$ cat config.mk
export PLATFORM = sky130hd
export DESIGN_NAME = flash_stream_prefetch
export DESIGN_NICKNAME = d
export VERILOG_FILES = /design/src/rtl/sp_pkg.sv /design/src/rtl/sp_fifo.sv /design/src/rtl/sp_inflight_track.sv /design/src/rtl/sp_issue_ctrl.sv /design/src/rtl/flash_stream_prefetch.sv
export SDC_FILE = /design/constraint.sdc
export NUM_CORES = 1
export LEC_CHECK = 0
export BUFFER_PORTS_ARGS = -buffer_cell sky130_fd_sc_hd__buf_2
export CAP_MARGIN = 20
export CORE_ASPECT_RATIO = 1.2
export CORE_MARGIN = 4
export CORE_UTILIZATION = 48
export DETAILED_ROUTE_END_ITERATION = 6
export PLACE_DENSITY = 0.77
export SLEW_MARGIN = 20
export SYNTH_ARGS = -nofsm -noshare
export SYNTH_HDL_FRONTEND = slang
export SYNTH_HIERARCHICAL = 1
export SYNTH_SLANG_ARGS = --single-unit
export TNS_END_PERCENT = 10
$ cat constraint.sdc
create_clock -name clk -period 3.8 [get_ports clk]
set_input_delay 0.57 -clock clk [delete_from_list [all_inputs] [get_ports clk]]
set_output_delay 0.57 -clock clk [all_outputs]
set_load 0.02 [all_outputs]
$ cat src/rtl/sp_pkg.sv
package sp_pkg;
  localparam int unsigned SP_BYTES_PER_WORD = 4;
  localparam int unsigned SP_BYTE_BITS      = 2;
endpackage

$ cat src/rtl/sp_fifo.sv
module sp_fifo #(
  parameter int unsigned DATA_W = 32,
  parameter int unsigned DEPTH  = 2,
  localparam int unsigned PTR_W = (DEPTH > 1) ? $clog2(DEPTH) : 1,
  localparam int unsigned LVL_W = $clog2(DEPTH + 1)
) (
  input  logic              clk,
  input  logic              rst,
  input  logic              push,
  input  logic [DATA_W-1:0] push_data,
  input  logic              pop,
  output logic [DATA_W-1:0] pop_data,
  output logic [LVL_W-1:0]  level,
  output logic              full,
  output logic              empty
);
  logic [DATA_W-1:0] mem [DEPTH];
  logic [PTR_W-1:0]  wptr, rptr;
  logic              take;

  assign take  = pop && (level != '0);
  assign full  = (level == LVL_W'(DEPTH));
  assign empty = (level == '0);

  function automatic logic [PTR_W-1:0] bump(input logic [PTR_W-1:0] p);
    return (p == PTR_W'(DEPTH - 1)) ? '0 : p + 1'b1;
  endfunction

  always_ff @(posedge clk) begin
    if (push) mem[wptr] <= push_data;
  end

  always_ff @(posedge clk) begin
    if (rst) begin
      wptr     <= '0;
      rptr     <= '0;
      level    <= '0;
      pop_data <= '0;
    end else begin
      if (push) wptr <= bump(wptr);
      if (take) rptr <= bump(rptr);
      if (pop)  pop_data <= take ? mem[rptr] : '0;
      level <= level + LVL_W'(push) - LVL_W'(take);
    end
  end

  p_no_overflow_r6: assert property (@(posedge clk) disable iff (rst)
    push |-> (level != LVL_W'(DEPTH)));
  p_empty_pop_r9: assert property (@(posedge clk) disable iff (rst)
    (pop && empty && !push) |=> (pop_data == '0) && (level == '0));
endmodule

$ cat src/rtl/sp_inflight_track.sv
module sp_inflight_track #(
  parameter int unsigned DEPTH    = 2,
  parameter int unsigned MAX_PEND = 15,
  localparam int unsigned LVL_W   = $clog2(DEPTH + 1),
  localparam int unsigned PEND_W  = $clog2(MAX_PEND + 1),
  localparam int unsigned SUM_W   = ((PEND_W > LVL_W) ? PEND_W : LVL_W) + 1
) (
  input  logic             clk,
  input  logic             rst,
  input  logic             issue,
  input  logic             abort,
  input  logic             rsp_valid,
  input  logic [LVL_W-1:0] fifo_level,
  output logic             room,
  output logic             push
);
  logic [PEND_W-1:0] pend, drop, eff_drop, live;
  logic              rsp_ok;
  logic [SUM_W-1:0]  used;

  assign live     = pend - drop;
  assign used     = SUM_W'(fifo_level) + SUM_W'(live);
  assign room     = (used < SUM_W'(DEPTH)) && (pend != PEND_W'(MAX_PEND));
  assign rsp_ok   = rsp_valid && (pend != '0);
  assign eff_drop = abort ? pend : drop;
  assign push     = rsp_ok && (eff_drop == '0);

  always_ff @(posedge clk) begin
    if (rst) begin
      pend <= '0;
      drop <= '0;
    end else begin
      pend <= pend + PEND_W'(issue) - PEND_W'(rsp_ok);
      drop <= eff_drop - PEND_W'(rsp_ok && (eff_drop != '0));
    end
  end

  p_drop_bound_r7: assert property (@(posedge clk) disable iff (rst)
    drop <= pend);
  p_abort_marks_r7: assert property (@(posedge clk) disable iff (rst)
    abort |=> (drop == $past(pend) - PEND_W'($past(rsp_ok))));
endmodule

$ cat src/rtl/sp_issue_ctrl.sv
module sp_issue_ctrl #(
  parameter int unsigned ADDR_W = 32,
  parameter int unsigned CNT_W  = 22,
  localparam int unsigned WA_W  = ADDR_W - sp_pkg::SP_BYTE_BITS
) (
  input  logic              clk,
  input  logic              rst,
  input  logic              addr_wr,
  input  logic [ADDR_W-1:0] addr_wdata,
  input  logic              cnt_wr,
  input  logic [CNT_W-1:0]  cnt_wdata,
  input  logic              flash_idle,
  input  logic              room,
  output logic              issue,
  output logic              abort,
  output logic [WA_W-1:0]   word_addr,
  output logic [CNT_W-1:0]  count
);
  assign abort = cnt_wr && (cnt_wdata == '0);
  assign issue = (count != '0) && flash_idle && !cnt_wr && room;

  always_ff @(posedge clk) begin
    if (rst) begin
      word_addr <= '0;
      count     <= '0;
    end else begin
      if (addr_wr)    word_addr <= addr_wdata[ADDR_W-1:sp_pkg::SP_BYTE_BITS];
      else if (issue) word_addr <= word_addr + 1'b1;
      if (cnt_wr)     count <= cnt_wdata;
      else if (issue) count <= count - 1'b1;
    end
  end

  p_addr_step_r4: assert property (@(posedge clk) disable iff (rst)
    (issue && !addr_wr) |=> (word_addr == $past(word_addr) + 1'b1));
  p_cnt_step_r4: assert property (@(posedge clk) disable iff (rst)
    (issue && !cnt_wr) |=> (count == $past(count) - 1'b1));
endmodule

$ cat src/rtl/flash_stream_prefetch.sv
module flash_stream_prefetch #(
  parameter int unsigned ADDR_W   = 32,
  parameter int unsigned DATA_W   = 32,
  parameter int unsigned CNT_W    = 22,
  parameter int unsigned DEPTH    = 2,
  parameter int unsigned MAX_PEND = 15
) (
  input  logic              clk,
  input  logic              rst,
  input  logic              addr_wr_en,
  input  logic [ADDR_W-1:0] addr_wr_data,
  input  logic              cnt_wr_en,
  input  logic [CNT_W-1:0]  cnt_wr_data,
  output logic [ADDR_W-1:0] stream_addr,
  output logic [CNT_W-1:0]  stream_cnt,
  input  logic              fl_idle,
  output logic              fl_req,
  output logic [ADDR_W-1:0] fl_addr,
  input  logic              fl_rsp_valid,
  input  logic [DATA_W-1:0] fl_rsp_data,
  input  logic              pop_en,
  output logic [DATA_W-1:0] pop_data,
  output logic              fifo_full,
  output logic              fifo_empty
);
  localparam int unsigned LVL_W = $clog2(DEPTH + 1);
  localparam int unsigned WA_W  = ADDR_W - sp_pkg::SP_BYTE_BITS;

  logic             issue, abort, room, push;
  logic [WA_W-1:0]  word_addr;
  logic [LVL_W-1:0] level;

  sp_issue_ctrl #(.ADDR_W(ADDR_W), .CNT_W(CNT_W)) u_ctrl (
    .clk(clk), .rst(rst),
    .addr_wr(addr_wr_en), .addr_wdata(addr_wr_data),
    .cnt_wr(cnt_wr_en), .cnt_wdata(cnt_wr_data),
    .flash_idle(fl_idle), .room(room),
    .issue(issue), .abort(abort),
    .word_addr(word_addr), .count(stream_cnt)
  );

  sp_inflight_track #(.DEPTH(DEPTH), .MAX_PEND(MAX_PEND)) u_track (
    .clk(clk), .rst(rst),
    .issue(issue), .abort(abort), .rsp_valid(fl_rsp_valid),
    .fifo_level(level), .room(room), .push(push)
  );

  sp_fifo #(.DATA_W(DATA_W), .DEPTH(DEPTH)) u_fifo (
    .clk(clk), .rst(rst),
    .push(push), .push_data(fl_rsp_data),
    .pop(pop_en), .pop_data(pop_data),
    .level(level), .full(fifo_full), .empty(fifo_empty)
  );

  assign stream_addr = {word_addr, {sp_pkg::SP_BYTE_BITS{1'b0}}};
  assign fl_addr     = stream_addr;
  assign fl_req      = issue;
endmodule

==> flow_metrics.py <==
metrics = {
    "routing": {
        "wl_met1_mm": 8.081,
        "top_layer_used": "met4",
        "via_per_inst": 5.636,
        "dr_wl_met2_mm": 10.39,
        "num_vias": 6442,
        "route.met3.wl_mm": 1.363,
        "drc": 0,
        "wl_per_cell_um": 17.80,
        "dr.pass1.iters": 5,
        "wl_mm": 20.34,
        "ant_nets": 0,
        "dr.first_iter.drc_count": 471,
    },
    "pwr": {
        "peakVddDrop_mv": 0.3234,
        "power.density_nw_per_um2": 577.7,
        "power_leakage_nw": 3.747,
    },
    "sta": {
        "finalCritPeriodShare": 0.9685,
        "layout_min_cycle_time_ps": 3680,
        "worst_pin_slew_ps": 1097,
        "max_freq_mhz": 271.7,
        "finalSetupViolCount": 0,
        "report.final.slew_viol_count": 0,
        "rsz0062_at_grt": "false",
        "finalHoldViolCount": 0,
        "max-slew-margin-rel": 0.2679,
        "skew_ps": 9.701,
    },
    "grt": {
        "grt_pass1_vias": 6175,
        "grt_pass1_wl_mm": 31.62,
        "grt_max_degree": 66,
        "grt_overflow": 0,
        "antenna_found_initial": 2,
        "track_usage": 0.2090,
    },
    "worst_setup_path": {
        "critPathSlowestCell": "fa_1",
        "r2r_slack_ps": 170,
        "r2r_start": "u_track/pend[0]",
        "crit_arrival_ps": 3110,
        "worst_ep_required_time_ps": 3230,
        "path_max_fanout": 4,
        "critical_path_class": "reg -> out",
        "timing.critical_path.mode_cell": "ha_1",
        "end_kind": "output port",
        "cp.depth": 13,
        "cp_top_family": "adder cells",
        "slowest_delay_ps": 480,
        "r2r_end": "u_ctrl/word_addr[7]",
        "reg2regPathDepth": 15,
        "worst-path-buf-inv": 5,
        "start_kind": "register",
        "worstPathCellList": "inv_1 -> ha_1 -> inv_2 -> fa_1 -> buf_4 -> ha_1 -> nand3b_1 -> nand4b_1 -> a221oi_4 -> and3b_2 -> o21ai_4 -> inv_4 -> buf_6",
    },
    "die": {
        "rows": 51,
        "die-area_sq_um": 18920,
        "coreArea_sq_um": 16340,
        "die_y_um": 149.9,
        "ios": 214,
        "fp.dieW_um": 126.3,
        "start_util": 0.4930,
    },
    "logic_synthesis": {
        "seq_area_frac_synth": 0.4797,
        "syn_inst": 743,
        "async_reset_ff_frac": 0,
        "syn_area_per_cell_sq_um": 10.84,
        "synth_top_area_frac": 0.2411,
        "yosys_warnings": 6,
        "yosysUniqueCellTypes": 79,
        "ys_top_cells_by_area": "dfxtp_1 24%, edfxtp_1 24%, mux2i_1 4.6%, buf_4 3.7%, o32ai_1 3.0%",
        "synth_flop_cell": "dfxtp_1",
        "synth_seq_cells": 161,
        "netlist_area_sq_um": 8054,
        "synth_edf_count": 64,
        "synth_area_leader_cell": "dfxtp_1",
    },
    "min_path": {
        "holdPathEnd": "u_fifo/mem[1][15]",
        "worstHoldPathType": "in -> reg",
        "whs_path_depth": 1,
        "hp-start": "fl_rsp_data[15]",
    },
    "placed_design": {
        "gp_congestion": 0.8666,
        "hpwl_mm": 14.41,
        "dpl_cell_area_sq_um": 9016,
        "portBuffers": 207,
    },
    "clocking": {
        "htree_levels": 4,
        "cts_max_path_buffers": 2,
        "clock_sinks": 161,
        "numCtsBuffers": 17,
        "clk_latency_ps": 420,
        "clkTransAtPathRegs_ps": 70,
        "cts_tree": "built",
        "root_buffer": "clkbuf_16",
    },
    "finish": {
        "drive_gt1_frac": 0.3380,
        "fin_area_sq_um": 9718,
        "finish.utilization": 0.5949,
        "layout.nets": 1028,
        "area.growth.synth_to_final_pct": 20.66,
    },
    "run": {
        "max-cap-violations": 0,
    },
    "outcome": {
        "run_status": "finished clean",
    },
}
worst reg2reg max path, cell delays in order, from the launching register on:
cell and delay, ps:
dfxtp_2 320, inv_1 90, ha_1 190, inv_2 40
fa_1 480, buf_4 160, ha_1 260, nand3b_1 90
nand4b_1 140, a221oi_4 340, and3b_2 270, o21ai_4 90
buf_4 190, buf_4 160, or4_1 500, a311oi_1 240
layout make-up:
class | count | area [sq um]
antenna | 2 | 5.005
multi-input combinational | 447 | 3546
inverter | 58 | 220.2
tap | 212 | 265.3
fill | 1451 | 6618
clock buffer | 17 | 425.4
timing repair buffer | 231 | 1250
clock inverter | 15 | 140.1
sequential | 161 | 3866
where the power goes:
group          internal (mW)  total (mW)  switching, mW
clock                  0.867        1.62          0.754
combinational          0.698        1.65          0.949
sequential              2.11        2.35          0.235
Yosys cell counts (5+ instances only):
library cell	n
a211oi_1	31
o21ai_0	5
nand4_1	10
dfxtp_1	97
o211ai_1	6
a21oi_1	19
nor2_1	63
ha_1	16
xnor2_1	27
nor2b_1	11
clkbuf_1	21
xor2_1	6
nand2_1	22
and4_1	8
a32oi_1	5
buf_2	9
o32ai_1	28
nand3_1	14
buf_6	10
and3_1	5
a2111oi_2	10
buf_4	40
mux2i_1	37
o31ai_1	5
nor3_1	13
nor4_1	7
inv_1	54
edfxtp_1	64
metrics by stage:
| stage | std cells | worst slack, ps | setup TNS (ps) | total power [mW] | hold WS, ps |
|---|---|---|---|---|---|
| after floorplan | 746 | -32.30 | -32.30 | 3.465 | 517.3 |
| after global placement | 1105 | 67.08 | 0 | 3.908 | 439.3 |
| after detailed placement | 1105 | -29.43 | -66.42 | 3.960 | 442.5 |
| after CTS | 1139 | 3.043 | 0 | 5.647 | 309.9 |
| after global routing | 1143 | 9.998 | 0 | 5.921 | 306.1 |
| final | 1143 | 119.5 | 0 | 5.615 | 328.7 |
cell families (layout without fill, tap and decap cells):
family / count (synthesis) / count (layout) / synth area share
flip-flops: 161 / 161 / 0.4797
other: 1 / 6 / 0.0004656
multiplexers: 42 / 42 / 0.05298
adder cells (fa/ha/maj): 19 / 19 / 0.03231
XOR/XNOR: 34 / 34 / 0.03868
AO/OA/AOI/OAI: 154 / 154 / 0.1633
AND/OR/NAND/NOR: 194 / 194 / 0.1389
buffers and inverters: 138 / 321 / 0.09368
placed cells by master (no fill, tap or decap), types with 4 or more instances in the layout:
cell / count
ha_1: 16
a211oi_1: 31
clkbuf_16: 17
o32ai_2: 4
and3_1: 5
buf_2: 205
inv_6: 6
a2111oi_2: 8
o32ai_1: 28
conb_1: 4
nor2b_1: 11
a2111oi_4: 4
o211ai_1: 6
buf_4: 23
and4_1: 8
a31oi_1: 4
dfxtp_1: 95
nor4_1: 7
nor3_1: 13
a2111oi_0: 4
or4_1: 4
edfxtp_1: 64
xnor2_1: 27
a32oi_1: 5
nand2_1: 21
nand3_1: 14
inv_1: 53
a311oi_1: 4
xor2_1: 6
a21oi_1: 19
nand4_1: 10
nor2_1: 62
mux2i_1: 37
o31ai_1: 5
and2_1: 4
o21ai_0: 5
worst max-delay path by stage:
stage	startpoint	to	slack, ps
after global routing	u_track/pend[0]	fl_req	10
after CTS	u_track/pend[0]	u_ctrl/word_addr[17]	3
after floorplan	u_track/pend[0]	u_track/pend[2]	-30
after detailed placement	u_track/pend[0]	u_ctrl/word_addr[24]	-30
final	u_track/pend[0]	fl_req	120
after global placement	u_track/pend[0]	u_ctrl/word_addr[28]	70
per-layer routing:
metal,global-route usage,up-vias
met2,0.3621,251
met1,0.2510,3063
met5,0,-
met4,0.08423,0
li1,-,3085
met3,0.04891,43
flip-flops by register name, summed over array words and instances, names as in the netlist, named ones only:
signal,cells
u_track/pend,4
u_fifo/rptr,1
u_fifo/mem,64
u_fifo/wptr,1
u_fifo/level,2
u_track/drop,4
u_ctrl/word_addr,30
u_fifo/pop_data,32
u_ctrl/count,22
repair_timing:
item	4_1_cts	5_1_grt
hold endpoints to repair	0	0
setup endpoints to repair	5	15
resized for setup	8	10
buffers inserted	3	2
pin swaps	3	5
hold buffers	0	0
No activity file was read; power rests on OpenSTA's default activity.
